<file path="config.mk">
export PLATFORM = sky130hd
export DESIGN_NAME = flash_status_ctrl
export DESIGN_NICKNAME = d
export VERILOG_FILES = /design/src/rtl/flash_status_ctrl.sv
export SDC_FILE = /design/constraint.sdc
export NUM_CORES = 1
export LEC_CHECK = 0
export BUFFER_PORTS_ARGS = -buffer_cell sky130_fd_sc_hd__buf_4
export CAP_MARGIN = 5
export CORE_MARGIN = 4
export CORE_UTILIZATION = 45
export CTS_CLUSTER_DIAMETER = 30
export DETAILED_ROUTE_END_ITERATION = 8
export GPL_ROUTABILITY_DRIVEN = 0
export PLACE_DENSITY = 0.7
export SLEW_MARGIN = 0
export SYNTH_ARGS = -nofsm -noshare
export SYNTH_HDL_FRONTEND = slang
export SYNTH_SLANG_ARGS = --single-unit
</file>
<file path="constraint.sdc">
create_clock -name clk -period 5.1 [get_ports clk]
set_input_delay 0.51 -clock clk [delete_from_list [all_inputs] [get_ports clk]]
set_output_delay 0.51 -clock clk [all_outputs]
set_load 0.02 [all_outputs]
</file>
<file path="src/rtl/flash_status_ctrl.sv">
module flash_status_ctrl #(
  parameter int ADDR_W   = 20,
  parameter int SECT_W   = 12,
  parameter int BLK_W    = 16,
  parameter int PROG_CYC = 4,
  parameter int SECT_CYC = 6,
  parameter int BLK_CYC  = 8,
  parameter int CHIP_CYC = 12,
  parameter int WRSR_CYC = 3
) (
  input  logic              clk,
  input  logic              rst_n,
  input  logic              cmd_valid,
  input  logic [3:0]        cmd_op,
  input  logic [ADDR_W-1:0] cmd_addr,
  input  logic [15:0]       cmd_data,
  input  logic              wp_n,
  output logic [7:0]        status1,
  output logic [7:0]        status2,
  output logic              busy,
  output logic              cmd_grant,
  output logic              cmd_reject
);

  localparam logic [3:0] OP_WREN = 4'd0, OP_WRDI = 4'd1, OP_WRSR = 4'd2,
                         OP_PROG = 4'd3, OP_SERASE = 4'd4, OP_BERASE = 4'd5,
                         OP_CERASE = 4'd6, OP_SUSP = 4'd7, OP_SECW = 4'd8;
  localparam int MAX_A   = (PROG_CYC > SECT_CYC) ? PROG_CYC : SECT_CYC;
  localparam int MAX_B   = (BLK_CYC > CHIP_CYC) ? BLK_CYC : CHIP_CYC;
  localparam int MAX_C   = (MAX_A > MAX_B) ? MAX_A : MAX_B;
  localparam int MAX_CYC = (MAX_C > WRSR_CYC) ? MAX_C : WRSR_CYC;
  localparam int CNT_W   = $clog2(MAX_CYC + 1);

  logic              wel, tb, sec, srp0, srp1, busy_q, susp, wrsr_run;
  logic [2:0]        lvl;
  logic [CNT_W-1:0]  cnt, dur;
  logic              ok, hit, wrsr_ok, idle_free;
  logic [ADDR_W:0]   prot_size, top_start;
  logic [ADDR_W-1:0] unit_mask, lo, hi;
  int                shamt;
  logic              unused_data;

  assign unused_data = ^{cmd_data[15:9], cmd_data[1:0]};

  always_comb begin
    shamt     = 0;
    prot_size = '0;
    if (lvl != 3'd0) begin
      if (sec)               shamt = SECT_W - 1 + ((lvl > 3'd4) ? 4 : int'(lvl));
      else if (lvl >= 3'd5)  shamt = ADDR_W;
      else                   shamt = ADDR_W - 5 + int'(lvl);
      prot_size = (ADDR_W+1)'(1) << shamt;
    end
  end

  always_comb begin
    case (cmd_op)
      OP_SERASE: unit_mask = ADDR_W'((1 << SECT_W) - 1);
      OP_BERASE: unit_mask = ADDR_W'((1 << BLK_W) - 1);
      OP_CERASE: unit_mask = {ADDR_W{1'b1}};
      default:   unit_mask = '0;
    endcase
  end

  assign lo        = cmd_addr & ~unit_mask;
  assign hi        = cmd_addr | unit_mask;
  assign top_start = {1'b1, {ADDR_W{1'b0}}} - prot_size;
  assign hit       = (prot_size != '0) &&
                     (tb ? ({1'b0, lo} < prot_size) : ({1'b0, hi} >= top_start));
  assign wrsr_ok   = wel && !srp1 && !(srp0 && !wp_n);
  assign idle_free = !busy_q && !susp;

  always_comb begin
    ok  = 1'b0;
    dur = '0;
    case (cmd_op)
      OP_WREN, OP_WRDI: ok = !busy_q;
      OP_WRSR: begin ok = idle_free && wrsr_ok; dur = CNT_W'(WRSR_CYC); end
      OP_PROG: begin ok = idle_free && wel && !hit; dur = CNT_W'(PROG_CYC); end
      OP_SERASE: begin ok = idle_free && wel && !hit; dur = CNT_W'(SECT_CYC); end
      OP_BERASE: begin ok = idle_free && wel && !hit; dur = CNT_W'(BLK_CYC); end
      OP_CERASE: begin ok = idle_free && wel && !hit; dur = CNT_W'(CHIP_CYC); end
      OP_SECW: begin ok = idle_free && wel; dur = CNT_W'(PROG_CYC); end
      OP_SUSP: ok = susp || (busy_q && !wrsr_run && cnt != CNT_W'(1));
      default: ok = 1'b0;
    endcase
  end

  always_ff @(posedge clk or negedge rst_n) begin
    if (!rst_n) begin
      wel <= 1'b0; lvl <= '0; tb <= 1'b0; sec <= 1'b0; srp0 <= 1'b0; srp1 <= 1'b0;
      busy_q <= 1'b0; susp <= 1'b0; wrsr_run <= 1'b0; cnt <= '0;
      cmd_grant <= 1'b0; cmd_reject <= 1'b0;
    end else begin
      cmd_grant  <= cmd_valid && ok;
      cmd_reject <= cmd_valid && !ok;
      if (busy_q) begin
        if (cnt == CNT_W'(1)) busy_q <= 1'b0;
        else                  cnt <= cnt - CNT_W'(1);
      end
      if (cmd_valid && ok) begin
        case (cmd_op)
          OP_WREN: wel <= 1'b1;
          OP_WRDI: wel <= 1'b0;
          OP_SUSP: begin
            busy_q <= susp;
            susp   <= !susp;
          end
          default: begin
            busy_q   <= 1'b1;
            cnt      <= dur;
            wel      <= 1'b0;
            wrsr_run <= (cmd_op == OP_WRSR);
            if (cmd_op == OP_WRSR) begin
              {srp0, sec, tb, lvl} <= cmd_data[7:2];
              srp1 <= cmd_data[8];
            end
          end
        endcase
      end
    end
  end

  assign busy    = busy_q;
  assign status1 = {srp0, sec, tb, lvl, wel, busy_q};
  assign status2 = {susp, 6'b0, srp1};

endmodule

</file>
* Word-level counts from Yosys, hierarchy flattened
Index checks and enable logic that the tools add are counted.
Word-level totals: register bits after elaboration 17, input bits 44, output and inout bits 19
Operators by class: add/sub/neg operators 4, $lt $le $gt $ge 4, equality and inequality tests 10, shift operators 1, multiplexer cells 18, bitwise logic cells 5, reduce and logical (&&, ||, !) cells 32
Operator list (count):
- $pmux 20 s3 | 1
- $mux 32 | 1
- $shl 1x32->21 const A | 1
- $ge 20x21->1 | 1
- $lt 20x21->1 | 1
- $mux 21 | 1
- $reduce_bool 21->1 | 1
- $sub 21x21->21 const A | 1
- $and 20x20->20 | 1
- $not 20->20 | 1
- $or 20x20->20 | 1
- $pmux 4 s5 | 1
- $eq 4x3->1 const B | 4
- $mux 4 | 4
- $logic_and 1x1->1 | 12
- $add 4x3->5 const A | 2
- $mux 5 | 2
- $eq 4x1->1 const B | 2
- $eq 4x2->1 const B | 2
- $logic_not 1->1 | 8
- $reduce_and 2->1 | 3
- $pmux 1 s5 | 1
- $eq 4x4->1 const B | 1
- $logic_not 4->1 | 1
- other kinds (14) | 20

* Depth between registers and ports, before layout
Gate-level depths: netlist (run 1).
depth after elaboration 16, gate-level depth with buffers 29, mapped depth without buffers 26

* Least setup slack after synthesis (run 1)
No wires, ideal clock.
kind reg2reg, from register lvl[0], to register cnt[3], setup time 0.131 ns, arrival time 5.474 ns, required time 4.969 ns, path slack -0.506 ns, stages on the path, launching flop included 28, cell sequence dfrtp_1 > inv_1 > ha_1 > inv_1 > ha_1 > nand2b_1 > ha_1 > inv_1 > ha_1 > and2_1 > a2111o_1 > a21oi_2 > clkbuf_1 > nand2_1 > ha_1 > clkbuf_1 > o21ai_0 > mux2i_1 > o22ai_1 > ha_1 > nand4_1 > nor2_1 > a211oi_1 > a22o_1 > o31a_2 > o21ai_4 > mux2_2 > or3_1
On the way: longest elaborated chain between the ends 16
Ends and longest elaborated chain:
- start, declared | line 35 | logic [2:0] lvl;
- start signal, assigned | line 115 | {srp0, sec, tb, lvl} <= cmd_data[7:2];
- $gt 3x3->1 | line 49 | if (sec) shamt = SECT_W - 1 + ((lvl > 3'd4) ? 4 : int'(lvl));
- $mux 3 | line 49
- $add 4x3->5 | line 49
- $mux 5 | line 49
- $mux 32 | line 48 | if (lvl != 3'd0) begin
- $shl 1x32->21 | line 52 | prot_size = (ADDR_W+1)'(1) << shamt;
- $mux 21 * | line 48
- $sub 21x21->21 | line 67 | assign top_start = {1'b1, {ADDR_W{1'b0}}} - prot_size;
- $ge 20x21->1 | line 69 | (tb ? ({1'b0, lo} < prot_size) : ({1'b0, hi} >= top_start));
- $mux 1 | line 69
- $logic_and 1x1->1 * | line 68 | assign hit = (prot_size != '0) &&
- $logic_not 1->1 *
- $logic_and 1x1->1 *
- $pmux 1 s5 * | line 76 | case (cmd_op)
- $logic_and 1x1->1 * | line 101 | if (cmd_valid && ok) begin
- $mux 4 * | line 101
- end signal, assigned | line 99 | else cnt <= cnt - CNT_W'(1);
- end signal, assigned | line 111 | cnt <= dur;
- end, declared | line 36 | logic [CNT_W-1:0] cnt, dur;
Every way passes the cells marked *; elsewhere a longest branch is shown, timed or not. The select of a mux whose other input is x is not followed. A chain may end at the register's enable or synchronous reset.

* Worst setup path after layout (run 1)
from register lvl[1], to register lvl[0]
On the way: longest elaborated chain between the ends 16
Ends and longest elaborated chain (line):
- $gt 3x3->1 | 49
- $mux 3 | 49
- $add 4x3->5 | 49
- $mux 5 | 49
- $mux 32 | 48
- $shl 1x32->21 | 52
- $mux 21 * | 48
- $sub 21x21->21 | 67
- $ge 20x21->1 | 69
- $mux 1 | 69
- $logic_and 1x1->1 * | 68
- $logic_not 1->1 *
- $logic_and 1x1->1 *
- $pmux 1 s5 * | 76
- $logic_and 1x1->1 * | 101
- $reduce_and 3->1 (no source line) *
Marked as above.

==> metrics, run 1 <==
status=finished clean; Final setup viols=0; first-pass GRT wire length=between 10 and 15 mm; ANT nets after route=0; Pleak=around 1.8 nW; die area=about 8200 um2; post-layout minimum cycle time=roughly 5 ns; Max Cap Violations=0; Reg power frac=21.2%; fmax=200 MHz; share of layout cells above drive strength 1=a little under a third; vias in the first global route=about 3000; Total GRT Usage=19.1%; Synth Cell Area=a little over 3000 um2; most frequent CP cell=ha_4; syn avg cell area=between 7 and 8 um2; Crit Path Class=register to register; worst r2r src=lvl[1]; Total Power=about 0.96 mW; Final Hold Vio Count=0; GRT Residual Overflow=0; PD cells=approximately 240 nW/um2; Net Sw Frac=between 40% and 50%; Initial Utilization=a little under half; Logic pwr share=68.4%; clock latency at the later pin of the worst-skew pair=0.25 ns; DRT iter0 DRCs=198; Port Buffers=47; max-slew violations=0; CP required=around 5.2 ns; worst-margin pin slew=between 0.6 and 0.7 ns; crit path DAT=5.13 ns; CTS max path bufs=2; CTS root buf=clkbuf_8; ys flop type=dfrtp_1; crit end category=register; H-tree depth=1; Area Growth Syn to Fin=28.5%; CTS tree=done; Crit Reg-Reg Endpoint=lvl[0]; slowest stage delay, CP=between 0.4 and 0.5 ns; Clk pin slew, worst setup/hold paths=~0.060 ns; FFs w/ async S/R, synth=100%; path depth of the worst reg2reg path=26; largest fanout on the critical path=8; CP max-delay cell=or4_4; Post-synth EDFFs=0; clock power share=between 10 and 15%; Seq/Total Area, Yosys=13.9%; CTS Buf Count=3; CTS Sinks=17; pre-CTS setup slack=-0.00456 ns; switching pwr=0.434 mW; via count=3135; YS warnings=0; final hold slack=~0.12 ns; HPWL after DPL=6.65 mm; Die W=between 90 and 100 um; relative slew slack=58.7%; # diodes=0; flops & latches, synth=17; largest net degree at the start of global routing=24; min-delay worst type=input pin to async pin; initial antenna violation count=0; period utilisation layout=a little under 100%; Initial DRT Pass Iterations=5; DRC viols=0; # rows=29; Pint=0.522 mW; Critical Path Source=lvl[1]; Final nets=roughly 570; Ports=between 60 and 70; Core Box Area=6490 um2; Die Ht=90.5 um; crit path launch type=register; Syn Inst Count=between 400 and 500; Worst IR Drop VDD=between 0.2 and 0.25 mV; Detailed Route WL=slightly above 8 mm; Via density=roughly 5.7; WL/cell=15.0 um; post-synthesis cell type count=55; post-route setup slack=roughly 0.1 ns; hold_buf cts=0; fill count=about 590; RSZ-0062 raised after global routing=true; Reg2Reg Setup Slack=~0.1 ns; Final Skew=~0.0014 ns
[worst max-delay path by stage]
| stage | endpoint | slack (ns) | cells after the start |
|---|---|---|---|
| finish | lvl[0] | 0.10 | 26 |
| CTS | lvl[0] | 0.001 | 24 |
| floorplan | cnt[3] | 0.0002 | 25 |
| detailed placement | lvl[0] | -0.005 | 24 |
| global route | lvl[0] | -0.05 | 26 |
| global placement | cnt[3] | 0.002 | 22 |
[cell families (layout without fill, tap and decap cells)]
group / after synthesis / count (layout) / share of synthesized area [%]
buffers and inverters: 44 / 104 / 7.43
and+or+nand+nor: 181 / 181 / 30.1
DFF: 17 / 17 / 13.9
adders and majority gates: 50 / 50 / 20.4
other: 1 / 6 / 0.122
AOI/OAI and AO/OA: 97 / 97 / 20.5
muxes: 11 / 11 / 4.66
xor gates and xnor gates: 10 / 10 / 2.86
[metrics by stage]
| stage | area, um2 | setup TNS (ns) | std cells | utilization (%) |
|---|---|---|---|---|
| floorplan | 3150 | 0 | 416 | - |
| detailed placement | 3640 | -0.00653 | 542 | 56.0 |
| global route | 3940 | -0.292 | 553 | 60.6 |
| CTS | 3690 | 0 | 546 | 56.8 |
| finish | 3940 | 0 | 553 | 60.6 |
| global placement | 3640 | 0 | 542 | 56.0 |
[critical path, delay by kind of cell, from the launching register on]
family	cells	cell delay [ns]
flops	1	0.40
compound gates	8	1.37
xor+xnor	1	0.12
buf+inv	5	0.58
fa+ha+maj	5	0.96
simple gates	6	1.16
mux	1	0.29
[layout by cell type (no fill, tap or decap), drive strengths merged, types with 3 or more instances in the layout]
| cell type | n |
|---|---|
| buf | 84 |
| nand2 | 55 |
| ha | 50 |
| o21ai | 31 |
| nand2b | 25 |
| nor2 | 24 |
| a21oi | 23 |
| and2 | 18 |
| dfrtp | 17 |
| inv | 16 |
| nor2b | 13 |
| nand3 | 9 |
| nor3 | 8 |
| nand4 | 8 |
| mux2 | 8 |
| xor2 | 7 |
| a21o | 6 |
| conb | 6 |
| or2 | 6 |
| a22o | 4 |
| or3 | 4 |
| o22ai | 4 |
| clkbuf | 4 |
| a211oi | 4 |
| mux2i | 3 |
| o21a | 3 |
| nor4 | 3 |
| xnor2 | 3 |
| or4 | 3 |
[timing repair]
action | in CTS | in global routing
endpoints found under the hold margin | 0 | 0
pin swaps | 0 | 19
gates resized for setup | 2 | 49
buffers inserted | 0 | 7
endpoints found under the setup margin | 7 | 14
[state kept, by name, summed over array words and instances (netlist names)]
signal and flops:
susp 1, wrsr_run 1, tb 1, cmd_grant 1, lvl 3, srp1 1, cnt 4, srp0 1
busy 1, wel 1, sec 1, cmd_reject 1
[synthesized netlist by cell type (3+ instances only)]
library cell  count  area, um2
a211oi_1          4       30.0
a21o_1            6       45.0
a21oi_1          22        110
a22o_1            4       35.0
and2_1           18        113
buf_4            14        105
clkbuf_1         11       41.3
dfrtp_1          17        425
ha_1             50        626
inv_1            16       60.1
mux2_4            6       90.1
mux2i_1           3       30.0
nand2_1          55        206
nand2b_1         25        156
nand3_1           9       45.0
nand4_1           8       50.1
nor2_1           24       90.1
nor2b_1          13       81.3
nor3_1            8       40.0
nor4_1            3       18.8
o21a_1            3       22.5
o21ai_0          30        150
o22ai_1           4       25.0
or2_2             6       37.5
or3_1             4       25.0
or4_1             3       22.5
xnor2_1           3       26.3
xor2_1            7       61.3
[routing by layer]
metal | GRT usage, % | share of wire, % | routed length, um | up-vias
li1 | - | - | - | 1585
met1 | 24.4 | 44 | 3650 | 1472
met2 | 33.5 | 51 | 4200 | 70
met3 | 2.58 | 4.2 | 347 | 8
met4 | 5.36 | 0.98 | 81 | 0
met5 | 0 | 0 | 0 | -
[power groups by stage]
stage | combinational [mW] | clock [mW] | sequential [mW]
global placement | 0.579 | 0 | 0.203
detailed placement | 0.594 | 0 | 0.204
finish | 0.654 | 0.0988 | 0.203
CTS | 0.597 | 0.105 | 0.202
global route | 0.725 | 0.111 | 0.210
floorplan | 0.414 | 0 | 0.206
[final cells by class]
cell class | count | area, um2 | area share [%]
multi-input cells | 355 | 2660 | 67.6
repair buffers | 84 | 646 | 16.4
flip-flops and latches | 17 | 429 | 10.9
well taps | 77 | 96.3 | 2.45
inverters | 16 | 60.1 | 1.53
clock buffers | 4 | 45.0 | 1.14
Note: power is estimated with default switching activity, not from simulation.
==> inputs of run 2 (changes only) <==
--- a/config.mk
+++ b/config.mk
@@ -12,7 +12,7 @@
 export CTS_CLUSTER_DIAMETER = 30
 export DETAILED_ROUTE_END_ITERATION = 8
 export GPL_ROUTABILITY_DRIVEN = 0
-export PLACE_DENSITY = 0.7
+export PLACE_DENSITY = 0.73
 export SLEW_MARGIN = 0
 export SYNTH_ARGS = -nofsm -noshare
 export SYNTH_HDL_FRONTEND = slang
==> run 2 against run 1 <==
  * Sequential share of layout area up 0.070 points
  * Core utilization fell by 0.39 points
  * Register-to-register slack worse by 0.03 ns
  * Combinational power grew 0.8%
  * Non-clock buffer count is 4 higher
  * Setup slack got worse by 0.029 ns
  * Total power is 0.71% higher
  * Sequential cell count unchanged
  * Clock skew is 0.0017 ns higher
  * Global-route usage increased by 0.68 points
  * Critical endpoint is now cnt[3]
  * Largest cell class unchanged
  * Largest power group unchanged
==> metrics, run 2 (synthesis results as in run 1) <==
Via density=5.76 (+1.5%); largest fanout on the critical path=6 (-2); Max Cap Violations=0 (unchanged); FF/Latch Area=429 um2 (unchanged); non-filler instance count after layout=557 (+0.72%); crit path DAT=5.16 ns (+0.03 ns); DRT iter0 DRCs=197 (-0.51%); clock power share=10.4% (about the same); Detailed Route WL=8.64 mm (+4.4%); Port Buffers=47 (unchanged); status=finished clean; commonest cells after routing, fill and taps aside=buf_4, nand2_1, ha_1; H-tree depth=1 (unchanged); Area Growth Syn to Fin=27.7%; Final Hold Vio Count=0 (unchanged); # rows=29 (unchanged); switching pwr=0.437 mW (+0.72%); RSZ-0062 raised after global routing=true; Logic pwr share=68.4% (about the same); CTS max path bufs=2 (unchanged); Pint=0.526 mW (+0.70%); Reg power frac=21.2% (about the same); CTS root buf=clkbuf_8; Final Skew=0.00310 ns (+0.00167 ns); ANT nets after route=0 (unchanged); fmax=199 MHz (-0.58%); Net Sw Frac=45.4% (about the same); Reg2Reg Setup Slack=0.07 ns (-0.03 ns); post-layout minimum cycle time=5.03 ns (+0.0291 ns); largest net degree at the start of global routing=18 (-25%); Core Box Area=6490 um2 (unchanged); share of layout cells above drive strength 1=30.0% (-0.042 points); WL/cell=15.5 um (+3.6%); DRC viols=0 (unchanged); initial antenna violation count=0 (unchanged); vias in the first global route=3075 (+4.0%); max reg flops=4 (unchanged); Crit Path Class=register to register; period utilisation layout=98.6% (+0.57 points); fill count=602 (+2.2%); via count=3206 (+2.3%); placed cells=549 (+1.3%); relative slew slack=56.2% (-2.5 points); first-pass GRT wire length=13.7 mm (+3.7%); CTS Sinks=17 (unchanged); worst-margin pin slew=0.654 ns (+0.0368 ns); HPWL after DPL=6.93 mm (+4.2%); Pleak=1.82 nW (-0.66%); most common library cell in the layout ignoring fill and taps=buf_4; final hold slack=0.113 ns (-0.00498 ns); Final Instance Area=3910 um2 (-0.64%); Clk pin slew, worst setup/hold paths=0.06 ns (about the same); Worst IR Drop VDD=0.298 mV (+22%); max-slew violations=0 (unchanged); # diodes=0 (unchanged); Final setup viols=0 (unchanged); clock latency at the later pin of the worst-skew pair=0.25 ns (about the same); Initial DRT Pass Iterations=4 (-1); Die Ht=90.5 um (unchanged); crit end category=register; CTS tree=done; Initial Utilization=47.2% (unchanged); CP required=5.23 ns (about the same); Ports=63 (unchanged); Total GRT Usage=19.8% (+0.68 points); crit path launch type=register; multi-input logic area=2610 um2 (-1.8%); Final nets=575 (+0.70%); PD cells=246 nW/um2 (+1.4%); Setup TNS=0 ns (unchanged); min-delay worst type=input pin to async pin; Top reg by flops=cnt; hold_buf cts=0 (unchanged); biggest regs=cnt (4), lvl (3); Die W=90.5 um (unchanged); GRT Residual Overflow=0 (unchanged); CTS Buf Count=3 (unchanged); placed inst area=3690 um2 (+1.4%); die area=8190 um2 (unchanged)
==> run 2: through the flow <==
step,power [mW],worst slack (ns),utilization (%)
global route,1.05,-0.0829,60.2
CTS,0.925,0.0342,58.0
floorplan,0.620,0.000244,-
finish,0.963,0.0713,60.2
detailed placement,0.811,-0.0697,56.8
global placement,0.792,-0.0106,56.8
==> run 2: critical path, cell delays in order (launching register included) <==
cell and delay, ns:
dfrtp_2 0.36, inv_2 0.05, ha_4 0.15, inv_2 0.06
ha_4 0.13, nand2b_4 0.14, ha_4 0.12, inv_2 0.04
ha_4 0.14, and2_4 0.15, a2111o_1 0.41, a21oi_4 0.22
nand2_2 0.12, ha_4 0.23, buf_4 0.17, a22oi_2 0.20
o21ai_1 0.09, ha_1 0.33, a21oi_2 0.07, o21ai_2 0.17
a211oi_2 0.09, a22o_1 0.21, o31a_2 0.38, o21ai_4 0.20
mux2_4 0.31, or3_4 0.33
==> run 2: layer usage <==
| metal | vias up | share of wire [%] | global-route usage, % |
|---|---|---|---|
| li1 | 1584 | - | - |
| met1 | 1530 | 43 | 25.0 |
| met2 | 75 | 52 | 35.9 |
| met3 | 17 | 3.9 | 2.42 |
| met4 | 0 | 1.6 | 4.08 |
| met5 | - | 0 | 0 |
==> run 2: what timing repair did <==
action,4_1_cts,5_1_grt
hold endpoints to repair,0,0
setup buffers,0,4
gates resized for setup,8,37
endpoints found under the setup margin,8,11
pin swaps,1,23
gates cloned,0,0
==> run 2: final timing paths <==
kind | start | endpoint | cells after the start
setup / recovery | lvl[1] | cnt[3] | 25
hold / removal | rst_n | srp1 | 1
setup reg to reg | lvl[1] | cnt[3] | 25
hold reg to reg | wrsr_run | wrsr_run | 2
max in group asynchronous | rst_n | lvl[1] | 1
min in group clk | cmd_data[3] | lvl[1] | 2
==> run 2: layout make-up <==
class,count,area share (%)
sequential,17,11.0
clock buffer,4,1.15
timing repair buffer,88,17.1
inverter,16,1.54
multi-input combinational,355,66.8
tap,77,2.46
==> run 2: power groups by stage <==
stage / registers [mW] / logic (mW) / clock network, mW
6_report: 0.204 / 0.659 / 0.0998
5_1_grt: 0.211 / 0.733 / 0.111
4_1_cts: 0.203 / 0.618 / 0.104
3_5_place_dp: 0.207 / 0.605 / 0
3_3_place_gp: 0.202 / 0.590 / 0
2_1_floorplan: 0.206 / 0.414 / 0
